**src/rtl/ivtimer_pkg.sv**
```systemverilog
// Shared types for the interval timer channel.
// Assumes: mode codes 6 and 7 alias modes 2 and 3.
package ivtimer_pkg;

    typedef enum logic [2:0] {
        MD_TCOUNT  = 3'd0,
        MD_ONESHOT = 3'd1,
        MD_RATE    = 3'd2,
        MD_SQUARE  = 3'd3,
        MD_SWSTROB = 3'd4,
        MD_HWSTROB = 3'd5
    } ivt_mode_e;

    // Fold the two alias codes onto their base modes.
    function automatic ivt_mode_e fold_mode(input logic [2:0] code);
        if (code[2:1] == 2'b11) begin
            return ivt_mode_e'({1'b0, code[1:0]});
        end
        return ivt_mode_e'(code);
    endfunction

endpackage

```
**src/rtl/ivt_gate_edge.sv**
```systemverilog
// Gate rising-edge detector.
// Assumes: gate_i is already synchronous to clk.
module ivt_gate_edge (
    input  logic clk,
    input  logic rst_n,
    input  logic gate_i,
    output logic rise_o
);
    logic gate_q;

    // Keep the previous gate level.
    always_ff @(posedge clk) begin
        if (!rst_n) begin
            gate_q <= 1'b0;
        end else begin
            gate_q <= gate_i;
        end
    end

    assign rise_o = gate_i & ~gate_q;
endmodule

```
**src/rtl/ivt_step.sv**
```systemverilog
// Count stepper: subtracts 1, 2 or 3 from the count in binary or BCD.
// Both formats wrap modulo their range.
// Assumes: in BCD mode every digit of cur is 0..9.
module ivt_step #(
    parameter int DIGITS = 4,
    localparam int W = 4 * DIGITS
) (
    input  logic [W-1:0] cur,
    input  logic [1:0]   amt,
    input  logic         bcd,
    output logic [W-1:0] nxt
);
    logic signed [5:0] dig_diff;
    logic [1:0]        brw;

    // Digit-serial borrow chain for BCD, plain subtraction for binary.
    always_comb begin
        nxt      = cur - {{(W-2){1'b0}}, amt};
        brw      = amt;
        dig_diff = '0;
        if (bcd) begin
            for (int d = 0; d < DIGITS; d++) begin
                dig_diff = $signed({2'b00, cur[4*d +: 4]}) - $signed({4'b0000, brw});
                if (dig_diff < 0) begin
                    dig_diff = dig_diff + 6'sd10;
                    brw      = 2'd1;
                end else begin
                    brw      = 2'd0;
                end
                nxt[4*d +: 4] = dig_diff[3:0];
            end
        end
    end
endmodule

```
**src/rtl/ivt_readout.sv**
```systemverilog
// Count snapshot and byte-wise read port, low byte first.
// Assumes: W is a multiple of 8.
module ivt_readout #(
    parameter int W = 16,
    localparam int NBYTES = W / 8,
    localparam int PW = (NBYTES > 1) ? $clog2(NBYTES) : 1
) (
    input  logic         clk,
    input  logic         rst_n,
    input  logic         clr,
    input  logic         latch_i,
    input  logic         rd_en,
    input  logic [W-1:0] live,
    output logic [7:0]   rd_data
);
    logic [W-1:0] hold_q;
    logic         held_q;
    logic [PW-1:0] ptr_q;
    logic [W-1:0] src;

    // Capture on latch, step the byte pointer on each read.
    always_ff @(posedge clk) begin
        if (!rst_n || clr) begin
            hold_q <= '0;
            held_q <= 1'b0;
            ptr_q  <= '0;
        end else begin
            if (latch_i && !held_q) begin
                hold_q <= live;
                held_q <= 1'b1;
            end
            if (rd_en) begin
                if (ptr_q == PW'(NBYTES - 1)) begin
                    ptr_q  <= '0;
                    held_q <= 1'b0;
                end else begin
                    ptr_q <= ptr_q + 1'b1;
                end
            end
        end
    end

    assign src     = held_q ? hold_q : live;
    assign rd_data = src[ptr_q*8 +: 8];
endmodule

```
**src/rtl/ivtimer_chan.sv**
```systemverilog
// One programmable interval timer channel with six waveform modes.
// Assumes: gate_i is synchronous to clk; counts are at least 2 in
// modes 2 and 3; BCD counts hold valid digits.
module ivtimer_chan
    import ivtimer_pkg::*;
#(
    parameter int DIGITS = 4,
    localparam int W = 4 * DIGITS
) (
    input  logic         clk,
    input  logic         rst_n,
    input  logic         ctrl_we,
    input  logic [2:0]   ctrl_mode,
    input  logic         ctrl_bcd,
    input  logic         cnt_we,
    input  logic [W-1:0] cnt_val,
    input  logic         gate_i,
    input  logic         latch_i,
    input  logic         rd_en,
    output logic [7:0]   rd_data,
    output logic [7:0]   stat_o,
    output logic         out_o
);
    ivt_mode_e    mode_q;
    logic         bcd_q;
    logic [W-1:0] reload_q;
    logic [W-1:0] count_q;
    logic         out_q;
    logic         run_q;
    logic         armed_q;
    logic         nocnt_q;
    logic         gate_rise;
    logic [1:0]   step_amt;
    logic [W-1:0] count_nxt;
    logic         at_term;
    ivt_mode_e    new_mode;

    ivt_gate_edge u_gedge (
        .clk    (clk),
        .rst_n  (rst_n),
        .gate_i (gate_i),
        .rise_o (gate_rise)
    );

    ivt_step #(.DIGITS(DIGITS)) u_step (
        .cur (count_q),
        .amt (step_amt),
        .bcd (bcd_q),
        .nxt (count_nxt)
    );

    ivt_readout #(.W(W)) u_rd (
        .clk     (clk),
        .rst_n   (rst_n),
        .clr     (ctrl_we),
        .latch_i (latch_i),
        .rd_en   (rd_en),
        .live    (count_q),
        .rd_data (rd_data)
    );

    // Step size: square wave counts by two, with an odd start trimmed per phase.
    always_comb begin
        step_amt = 2'd1;
        if (mode_q == MD_SQUARE) begin
            if (count_q[0]) begin
                step_amt = out_q ? 2'd1 : 2'd3;
            end else begin
                step_amt = 2'd2;
            end
        end
    end

    assign at_term  = (count_q == {{(W-2){1'b0}}, step_amt});
    assign new_mode = fold_mode(ctrl_mode);

    // Mode sequencer: loads, steps and shapes the output.
    always_ff @(posedge clk) begin
        if (!rst_n) begin
            mode_q   <= MD_TCOUNT;
            bcd_q    <= 1'b0;
            reload_q <= '0;
            count_q  <= '0;
            out_q    <= 1'b1;
            run_q    <= 1'b0;
            armed_q  <= 1'b0;
            nocnt_q  <= 1'b1;
        end else if (ctrl_we) begin
            mode_q  <= new_mode;
            bcd_q   <= ctrl_bcd;
            out_q   <= (new_mode != MD_TCOUNT);
            run_q   <= 1'b0;
            armed_q <= 1'b0;
            nocnt_q <= 1'b1;
        end else if (cnt_we) begin
            reload_q <= cnt_val;
            armed_q  <= 1'b1;
            nocnt_q  <= 1'b0;
            unique case (mode_q)
                MD_TCOUNT: begin
                    count_q <= cnt_val;
                    out_q   <= 1'b0;
                    run_q   <= 1'b1;
                end
                MD_RATE, MD_SQUARE, MD_SWSTROB: begin
                    count_q <= cnt_val;
                    out_q   <= 1'b1;
                    run_q   <= 1'b1;
                end
                default: begin
                    // Gate-triggered modes wait for the next gate edge.
                end
            endcase
        end else begin
            unique case (mode_q)
                MD_TCOUNT, MD_SWSTROB: begin
                    if (mode_q == MD_SWSTROB && !out_q) begin
                        out_q <= 1'b1;
                    end
                    if (run_q && gate_i) begin
                        count_q <= count_nxt;
                        if (at_term) begin
                            run_q <= 1'b0;
                            out_q <= (mode_q == MD_TCOUNT);
                        end
                    end
                end
                MD_ONESHOT, MD_HWSTROB: begin
                    if (gate_rise && armed_q) begin
                        count_q <= reload_q;
                        run_q   <= 1'b1;
                        out_q   <= (mode_q == MD_HWSTROB);
                    end else if (run_q) begin
                        count_q <= count_nxt;
                        if (at_term) begin
                            run_q <= 1'b0;
                            out_q <= (mode_q == MD_ONESHOT);
                        end
                    end else if (mode_q == MD_HWSTROB && !out_q) begin
                        out_q <= 1'b1;
                    end
                end
                default: begin
                    if (gate_rise && armed_q) begin
                        count_q <= reload_q;
                        run_q   <= 1'b1;
                        out_q   <= 1'b1;
                    end else if (!gate_i) begin
                        out_q <= 1'b1;
                    end else if (run_q) begin
                        if (at_term) begin
                            count_q <= reload_q;
                            out_q   <= (mode_q == MD_RATE) ? 1'b0 : ~out_q;
                        end else begin
                            count_q <= count_nxt;
                            if (mode_q == MD_RATE) begin
                                out_q <= 1'b1;
                            end
                        end
                    end
                end
            endcase
        end
    end

    assign out_o  = out_q;
    assign stat_o = {out_q, nocnt_q, 2'b00, mode_q, bcd_q};
endmodule

```
**config.mk**
```make
export PLATFORM = sky130hd
export DESIGN_NAME = ivtimer_chan
export DESIGN_NICKNAME = d
export VERILOG_FILES = /design/src/rtl/ivtimer_pkg.sv /design/src/rtl/ivt_gate_edge.sv /design/src/rtl/ivt_step.sv /design/src/rtl/ivt_readout.sv /design/src/rtl/ivtimer_chan.sv
export SDC_FILE = /design/constraint.sdc
export NUM_CORES = 1
export LEC_CHECK = 0
export BUFFER_PORTS_ARGS = -buffer_cell sky130_fd_sc_hd__buf_2
export CORE_MARGIN = 4
export CORE_UTILIZATION = 34
export DETAILED_ROUTE_END_ITERATION = 7
export GPL_ROUTABILITY_DRIVEN = 0
export GPL_TIMING_DRIVEN = 0
export HOLD_SLACK_MARGIN = 0.1
export PLACE_DENSITY = 0.5
export SLEW_MARGIN = 20
export SYNTH_ARGS = -nofsm -noshare
export SYNTH_HDL_FRONTEND = slang
export SYNTH_SLANG_ARGS = --single-unit
export TNS_END_PERCENT = 30
```
**constraint.sdc**
```tcl
create_clock -name clk -period 5.1 [get_ports clk]
set_input_delay 0.51 -clock clk [delete_from_list [all_inputs] [get_ports clk]]
set_output_delay 0.51 -clock clk [all_outputs]
set_load 0.03 [all_outputs]
```
==> reports/metrics.csv, run 1 <==
metric,value,unit
Syn-to-layout area delta,19.8,%
Max Freq,211,MHz
Lkg Pwr,1.73,nW
ranking of synthesized cells by area,"dfxtp_1 30%, nand2_1 9.6%, mux4_2 4.7%",
"commonest non-fill, non-tap cell in the layout",nand2_1,
number of diodes,0,
core footprint,11000,sq um
vias in the first global route,3608,
share of Yosys cell area claimed by the top area cell type,0.305,
initial drt markers,200,
Die X-Extent,115,um
final hold vios,0,
Post-DRT Antenna Nets,0,
Most used DFF post-synth,dfxtp_1,
Rel. slew slack,0.540,
asr flop ratio synth,0,
WL/cell,17.3,um
root buffer cell,clkbuf_16,
"FF+latch count, synth",59,
most frequent cells in the layout,"99 x nand2_1, 58 x dfxtp_1, 44 x buf_2, 30 x clkbuf_1, 30 x a21oi_1",
initial antenna violation count,0,
Clock Skew,0.00831,ns
layout cells sized above 1,0.190,
nets,584,
critical path class,reg2reg,
Post-synth EDFFs,0,
synth unique cells,69,
Ports,44,
Placed Instances,669,
IO Port Bufs,40,
Starting Density,0.353,
worst min path class,in2reg,
cells after synthesis,488,
clock buffer depth,2,
Setup crit start kind,register,
critical path capture point type,register,
Sink Count,59,
largest net degree at the start of global routing,11,
number of cell rows,38,
final core occ,0.422,
first-pass GRT wire length,19400,um
Slew @ Worst Pin,0.690,ns
Die Y,115,um
pre-CTS setup slack,-0.783,ns
maximum VDD drop,0.161,mV
power density over the cells,339,nW/um^2
sequential area share after synthesis,0.305,
total of max-cap violations,0,
Synth Area per Inst,7.94,sq um
via/cell ratio,5.50,
run status,"complete, no violations",
"Req. time, crit path",5.29,ns
Synth Cell Area,3870,sq um
global route total overflow,0,
final WL,11900,um
htree depth,3,
Final period util,0.931,
full die area,13200,sq um
# DRC,0,
total number of vias,3784,
DP HPWL,8840,um
clk_lat worst skew,0.33,ns
Synth area leader,dfxtp_1,
CTS Buf Count,9,
"CTS clk-pin slew, worst paths",0.06,ns
GRT Util Overall,0.186,
Slew Limit Fails,0,
crit path DAT,4.94,ns
CTS tree,done,
RSZ-0062 raised after global routing,false,
Non-Filler Instances,688,
drt first pass iters,5,
final worst path period need,4.75,ns
Post-CTS Hold Buffers,0,
Synth Warn #,0,
worst-path maximum fanout,10,
# setup viols final,0,
final worst slack,0.350,ns
repair_timing:
item                       CTS  global route
buffers inserted             2             2
setup endpoints to repair    3             2
gates resized for setup      8            10
pin swaps                    1             3
routing by layer:
layer,share of wire,global-route usage,vias up
li1,-,-,1849
met1,0.51,0.282,1821
met2,0.43,0.276,104
met3,0.047,0.0326,10
met4,0.0093,0.0446,0
met5,0,0,-
cell usage after synthesis, types with 5 or more instances:
cell	instances
nor2b_1	9
clkbuf_1	30
buf_4	5
nor4_1	5
buf_2	5
nor2_1	16
mux4_2	8
xnor2_1	9
nand3b_1	6
a21oi_1	30
o211ai_1	13
ha_1	12
mux2i_1	6
a31oi_1	16
a21boi_0	16
nand2_1	99
a21o_1	6
nand2b_1	7
nor3b_1	5
nor3_1	8
dfxtp_1	59
nand4_1	5
o21ai_0	23
inv_1	18
registers in the layout (all words and copies together), names as in the netlist, 3 cells and up:
name,flops
u_rd.hold_q,16
count_q,16
reload_q,16
mode_q,3
per-stage QoR:
step / cell area, sq um / TNS [ns] / hold slack (ns) / power (mW)
6_report: 4640 / 0 / 0.393 / 1.57
5_1_grt: 4640 / 0 / 0.387 / 1.66
4_1_cts: 4590 / 0 / 0.387 / 1.56
3_5_place_dp: 4260 / -1.22 / 0.447 / 0.986
3_3_place_gp: 4260 / -1.05 / 0.439 / 0.981
2_1_floorplan: 3880 / 0 / 0.428 / 0.866
kinds of logic after synthesis:
kind of cell,synth area share
AOI/OAI and AO/OA,0.249
xor gates and xnor gates,0.0294
adders and majority gates,0.0439
buffers and inverters,0.0707
DFF,0.305
muxes,0.0620
other,0.000968
and+or+nand+nor,0.239
worst max-delay path: stages (launching register included):
cell	delay, ns
dfxtp_1	0.30
buf_2	0.18
nor2b_4	0.15
nand2_1	0.08
a21o_1	0.19
fa_2	0.41
nor3_4	0.20
ha_2	0.24
ha_4	0.17
nor3b_4	0.25
ha_2	0.23
ha_2	0.22
nor3b_4	0.21
ha_2	0.22
ha_2	0.23
xor2_1	0.08
ha_1	0.20
nand2b_1	0.15
a211o_1	0.29
o211a_1	0.15
nor4_4	0.19
a2bb2oi_1	0.18
a21oi_1	0.08
final timing paths:
check                           slack [ns]  depth (start not counted)         endpoint       startpoint
worst max-delay path                  0.35                         22      count_q[15]        mode_q[2]
worst min-delay path                  0.39                          2      u_rd.held_q            rd_en
worst max register to register        0.35                         22      count_q[15]        mode_q[2]
worst min register to register        0.45                          2  u_rd.hold_q[10]  u_rd.hold_q[10]
power breakdown:
part / switching (mW) / total (mW) / internal, mW
sequential: 0.0309 / 0.520 / 0.489
combinational: 0.288 / 0.501 / 0.213
clock: 0.217 / 0.553 / 0.336
total: 0.536 / 1.57 / 1.04
cell type report:
type / count / area, sq um
Clock inverter: 5 / 30.0
Sequential cell: 59 / 1180
Clock buffer: 10 / 239
Inverter: 18 / 67.6
Tap cell: 140 / 175
Buffer: 44 / 209
Fill cell: 1155 / 6340
Multi-Input combinational cell: 368 / 2510
Timing Repair Buffer: 44 / 230
(Power assumes the default switching activity.)
==> inputs of run 2 (changes only) <==
--- a/config.mk
+++ b/config.mk
@@ -8,6 +8,7 @@
 export BUFFER_PORTS_ARGS = -buffer_cell sky130_fd_sc_hd__buf_2
 export CORE_MARGIN = 4
 export CORE_UTILIZATION = 34
+export CTS_BUF_LIST = sky130_fd_sc_hd__clkbuf_8
 export DETAILED_ROUTE_END_ITERATION = 7
 export GPL_ROUTABILITY_DRIVEN = 0
 export GPL_TIMING_DRIVEN = 0
@@ -17,4 +18,4 @@
 export SYNTH_ARGS = -nofsm -noshare
 export SYNTH_HDL_FRONTEND = slang
 export SYNTH_SLANG_ARGS = --single-unit
-export TNS_END_PERCENT = 30
+export TNS_END_PERCENT = 20
==> run 2 against run 1 <==
Clock power decreased by 31%. Critical path depth stayed put. Sequential power barely moved. Sequential share of layout area up 0.63 points. First-iteration DRC count up 16%. Clock skew increased by 0.0083 ns. Maximum frequency decreased by 0.47%. Utilization shrank 1.0 points. Count of clock-buffer cells in the layout stayed put. Design area decreased by 2.4%. Wire length fell by 0.87%. Total power is 11% lower. Critical path type unchanged. Critical endpoint unchanged. Highest routed layer unchanged.
==> reports/metrics.csv, run 2 (synthesis gave the netlist of run 1 again) <==
metric,value,unit
total number of vias,3733,
via/cell ratio,5.43,
final worst slack,0.328,ns
worst hold slack,0.369,ns
vias in the first global route,3593,
Placement Cell Area,4260,sq um
clk_lat worst skew,0.35,ns
critical path's slowest cell,fa_2,
Syn-to-layout area delta,16.9,%
CTS tree,done,
Worst Setup SP,mode_q[2],
met2 usage,0.272,
maximum VDD drop,0.126,mV
worst min path class,in2reg,
top flop regs,"count_q (16), reload_q (16), u_rd.hold_q (16)",
Lkg Pwr,1.68,nW
worst-path maximum fanout,10,
DP HPWL,8840,um
crit path DAT,4.98,ns
footprint of the multi-input gates,2500,sq um
Setup crit start kind,register,
pre-CTS setup slack,-0.783,ns
GRT Util Overall,0.186,
crit-path cells,"buf_2, nor2b_4, nand2_1, a21o_1, fa_2, nor3_4, ha_2, ha_2, nor3b_4, ha_2, ha_2, nor3b_4, ha_2, ha_2, xor2_1, ha_1, nand2b_1, a211o_1, o211a_1, nor4_4, a2bb2oi_1, a21oi_1",
final core occ,0.412,
clock buffer depth,2,
Rel. slew slack,0.555,
hold path start,rd_en,
global route total overflow,0,
# DRC,0,
Ports,44,
first-pass GRT wire length,19400,um
Die X-Extent,115,um
number of diodes,0,
"Req. time, crit path",5.31,ns
Most Frequent Cell on Critical Path,ha_2,
fill cell count,1176,
htree depth,3,
Clock Skew,0.0166,ns
final WL,11800,um
critical path capture point type,register,
FF/Latch Area,1180,sq um
initial drt markers,232,
Post-DRT Antenna Nets,0,
Slew Limit Fails,0,
Starting Density,0.353,
post-route cell area,4530,sq um
power density over the cells,308,nW/um^2
core footprint,11000,sq um
GR Layer Usage met3,0.0279,
root buffer cell,clkbuf_8,
Final period util,0.936,
buffers and inverters on the worst path,1,
number of cell rows,38,
drt first pass iters,4,
Max stage delay on crit path,0.41,ns
busiest grt layer,met1,
initial antenna violation count,0,
most frequent cells in the layout,"99 x nand2_1, 58 x dfxtp_1, 44 x buf_2, 30 x clkbuf_1, 30 x a21oi_1",
Die Y,115,um
Slew @ Worst Pin,0.668,ns
critical path class,reg2reg,
final hold vios,0,
"commonest non-fill, non-tap cell in the layout",nand2_1,
CP top delay family,adder cells,
layout cells sized above 1,0.190,
met1 Resource Use GR,0.284,
total of max-cap violations,0,
Sink Count,59,
IO Port Bufs,40,
Max Freq,210,MHz
Post-CTS Hold Buffers,0,
FF-to-FF Start,mode_q[2],
full die area,13200,sq um
RSZ-0062 raised after global routing,false,
nets,584,
post-layout total power,1.39,mW
"CTS clk-pin slew, worst paths",0.08,ns
final worst path period need,4.77,ns
run status,"complete, no violations",
r2r setup slk,0.33,ns
CTS Buf Count,9,
largest net degree at the start of global routing,11,
WL/cell,17.2,um
# setup viols final,0,
run 2: cell type report:
| type | count | area share |
|---|---|---|
| Clock inverter | 5 | 0.00663 |
| Inverter | 18 | 0.0149 |
| Clock buffer | 10 | 0.0304 |
| Multi-Input combinational cell | 368 | 0.551 |
| Timing Repair Buffer | 44 | 0.0508 |
| Tap cell | 140 | 0.0387 |
| Sequential cell | 59 | 0.261 |
| Buffer | 44 | 0.0461 |
run 2: layer usage:
layer | vias to the layer above | wire length [um]
met5 | - | 0
met4 | 0 | 111
met3 | 10 | 575
met2 | 98 | 5130
met1 | 1776 | 6020
li1 | 1849 | -
run 2: final timing paths:
path / end / depth (start not counted)
worst max-delay path: count_q[15] / 22
worst min-delay path: u_rd.held_q / 2
worst max register to register: count_q[15] / 22
worst min register to register: u_rd.hold_q[10] / 2
run 2: stage by stage:
step | instances | setup TNS [ns]
final | 688 | 0
after global routing | 688 | 0
after CTS | 686 | 0
after detailed placement | 669 | -1.22
after global placement | 669 | -1.05
after floorplan | 489 | 0
run 2: worst register-to-register path, stage by stage, from the launching register on:
cell	delay (ns)
dfxtp_1	0.30
buf_2	0.18
nor2b_4	0.15
nand2_1	0.08
a21o_1	0.19
fa_2	0.41
nor3_4	0.20
ha_2	0.21
ha_2	0.23
nor3b_4	0.25
ha_2	0.23
ha_2	0.22
nor3b_4	0.21
ha_2	0.22
ha_2	0.22
xor2_1	0.08
ha_1	0.21
nand2b_1	0.16
a211o_1	0.29
o211a_1	0.15
nor4_4	0.20
a2bb2oi_1	0.19
a21oi_1	0.08
run 2: power breakdown:
part	internal [mW]	switching (mW)
clock	0.184	0.199
combinational	0.209	0.284
sequential	0.488	0.0311
total	0.880	0.514
run 2: what timing repair did:
action | CTS | global route
endpoints found under the setup margin | 3 | 2
pin swaps | 1 | 2
setup buffers | 2 | 2
gates resized for setup | 8 | 9
==> inputs of run 3 (changes only) <==
--- a/config.mk
+++ b/config.mk
@@ -13,7 +13,7 @@
 export GPL_ROUTABILITY_DRIVEN = 0
 export GPL_TIMING_DRIVEN = 0
 export HOLD_SLACK_MARGIN = 0.1
-export PLACE_DENSITY = 0.5
+export PLACE_DENSITY = 0.48
 export SLEW_MARGIN = 20
 export SYNTH_ARGS = -nofsm -noshare
 export SYNTH_HDL_FRONTEND = slang
==> constraint.sdc (replaced) <==
create_clock -name clk -period 5.07 [get_ports clk]
set_input_delay 0.507 -clock clk [delete_from_list [all_inputs] [get_ports clk]]
set_output_delay 0.507 -clock clk [all_outputs]
set_load 0.03 [all_outputs]
==> run 3 against run 2 <==
Utilization increased by 0.59 points. Clock skew fell by 0.0087 ns. Critical path depth unchanged. Final cell count unchanged. First-iteration DRC count increased by 4.7%. Non-clock buffer count shrank 1. Global-route usage increased by 0.33 points. Count of clock-buffer cells in the layout up 1. Wire length increased by 0.66%. Maximum frequency decreased by 0.53%. Via count shrank 0.91%. Largest cell class unchanged. Highest routed layer unchanged.
==> reports/metrics.csv, run 3 (synthesis gave the netlist of run 1 again) <==
metric,value,unit
vias in the first global route,3611,
# setup viols final,0,
run status,"complete, no violations",
buffers and inverters on the worst path,1,
initial drt markers,243,
final WL,11900,um
Starting Density,0.353,
final worst path period need,4.80,ns
total of max-cap violations,0,
"CTS clk-pin slew, worst paths",0.07,ns
worst setup path endpoint,count_q[15],
crit path DAT,5.02,ns
Slew Limit Fails,0,
via/cell ratio,5.38,
Non-Filler Instances,688,
final hold vios,0,
Post-CTS Hold Buffers,0,
worst-path maximum fanout,10,
Placement Cell Area,4270,sq um
Post-DRT Antenna Nets,0,
crit-path cells,"buf_2, nor2b_2, nand2_1, a21o_1, fa_2, nor3_4, ha_4, ha_4, nor3b_4, ha_2, ha_2, nor3b_4, ha_2, ha_2, xor2_1, ha_1, nand2b_1, a211o_1, o211a_1, nor4_4, a2bb2oi_1, a21oi_1",
power density over the cells,332,nW/um^2
total number of vias,3699,
worst hold slack,0.374,ns
root buffer cell,clkbuf_8,
Placed Instances,669,
Die X-Extent,115,um
clock buffer depth,2,
CP top delay family,adder cells,
"Req. time, crit path",5.29,ns
hold depth,2,
critical path's slowest cell,fa_2,
full die area,13200,sq um
FF-to-FF Start,mode_q[2],
IO Port Bufs,40,
GRT Util Overall,0.189,
CTS Buf Count,9,
initial antenna violation count,0,
top flop regs,"count_q (16), reload_q (16), u_rd.hold_q (16)",
WL/cell,17.3,um
first-pass GRT wire length,19400,um
Stages on worst setup path,22,
Syn-to-layout area delta,18.6,%
# DRC,0,
reg2reg path depth,22,
"commonest non-fill, non-tap cell in the layout",nand2_1,
maximum VDD drop,0.244,mV
Ports,44,
drt first pass iters,5,
Worst Setup SP,mode_q[2],
Final period util,0.946,
htree depth,3,
Lkg Pwr,1.71,nW
DP HPWL,8870,um
core footprint,11000,sq um
Sink Count,59,
r2r setup slk,0.27,ns
number of diodes,0,
number of cell rows,38,
Rel. slew slack,0.562,
clk_lat worst skew,0.35,ns
post-route cell area,4590,sq um
layout cells sized above 1,0.188,
setup TNS,0,ns
most frequent cells in the layout,"99 x nand2_1, 58 x dfxtp_1, 45 x buf_2, 30 x clkbuf_1, 30 x a21oi_1",
worst min path class,in2reg,
Clock Skew,0.00790,ns
Critical R2R Capture,count_q[15],
critical path capture point type,register,
critical path class,reg2reg,
Setup crit start kind,register,
nets,583,
Die Y,115,um
RSZ-0062 raised after global routing,false,
Max Freq,208,MHz
CTS tree,done,
global route total overflow,0,
Slew @ Worst Pin,0.657,ns
largest net degree at the start of global routing,11,
Max stage delay on crit path,0.42,ns
post-layout total power,1.52,mW
Most Frequent Cell on Critical Path,ha_2,
-- run 3: cell types whose count changed in the layout (fill, tap and decap cells not counted), sizes merged --
cell      before  now
bufinv         0    2
clkinv         3    1
clkinvlp       2    1
inv           18   19
-- run 3: worst min-delay path by stage --
stage | startpoint | to | slack [ns]
finish | rd_en | u_rd.held_q | 0.37
global route | rd_en | u_rd.held_q | 0.38
CTS | rd_en | u_rd.held_q | 0.36
detailed placement | nocnt_q | nocnt_q | 0.45
global placement | u_rd.hold_q[10] | u_rd.hold_q[10] | 0.44
floorplan | nocnt_q | nocnt_q | 0.43
-- run 3: metal layers --
layer  share of wire  vias up  GRT usage
met1            0.51     1736      0.273
met2            0.43       95      0.286
li1                -     1853          -
met3           0.048       15     0.0411
met5               0        -          0
met4           0.013        0     0.0540
-- run 3: metrics by stage --
step,setup slack [ns],utilization
2_1_floorplan,0.0508,-
3_3_place_gp,-0.718,0.388
3_5_place_dp,-0.732,0.388
4_1_cts,0.0199,0.414
5_1_grt,0.0263,0.418
6_report,0.273,0.418
-- run 3: area by class of cell --
| cell class | instances | area (sq um) |
|---|---|---|
| Clock buffer | 11 | 151 |
| Fill cell | 1138 | 6390 |
| Inverter | 18 | 67.6 |
| Buffer | 44 | 206 |
| Timing Repair Buffer | 43 | 223 |
| Clock inverter | 5 | 76.3 |
| Tap cell | 140 | 175 |
| Multi-Input combinational cell | 368 | 2510 |
| Sequential cell | 59 | 1180 |
-- run 3: repair_timing --
action | 4_1_cts | 5_1_grt
setup endpoints to repair | 3 | 1
buffers inserted | 2 | 1
resized for setup | 7 | 9
endpoints found under the hold margin | 0 | 0
pin swaps | 1 | 1
-- run 3: report_power, final --
group	switching, mW	leakage (nW)	internal [mW]	total (mW)
registers	0.0316	0.483	0.491	0.522
logic	0.289	1.11	0.212	0.501
clock network	0.201	0.117	0.301	0.501
-- run 3: worst reg2reg max path, delay by kind of cell, from the launching register on --
kind / cells / cell delay (ns)
AOI/OAI and AO/OA: 5 / 0.94
xor gates and xnor gates: 1 / 0.08
adders and majority gates: 8 / 1.81
buffers and inverters: 1 / 0.18
DFF: 1 / 0.31
and+or+nand+nor: 7 / 1.35
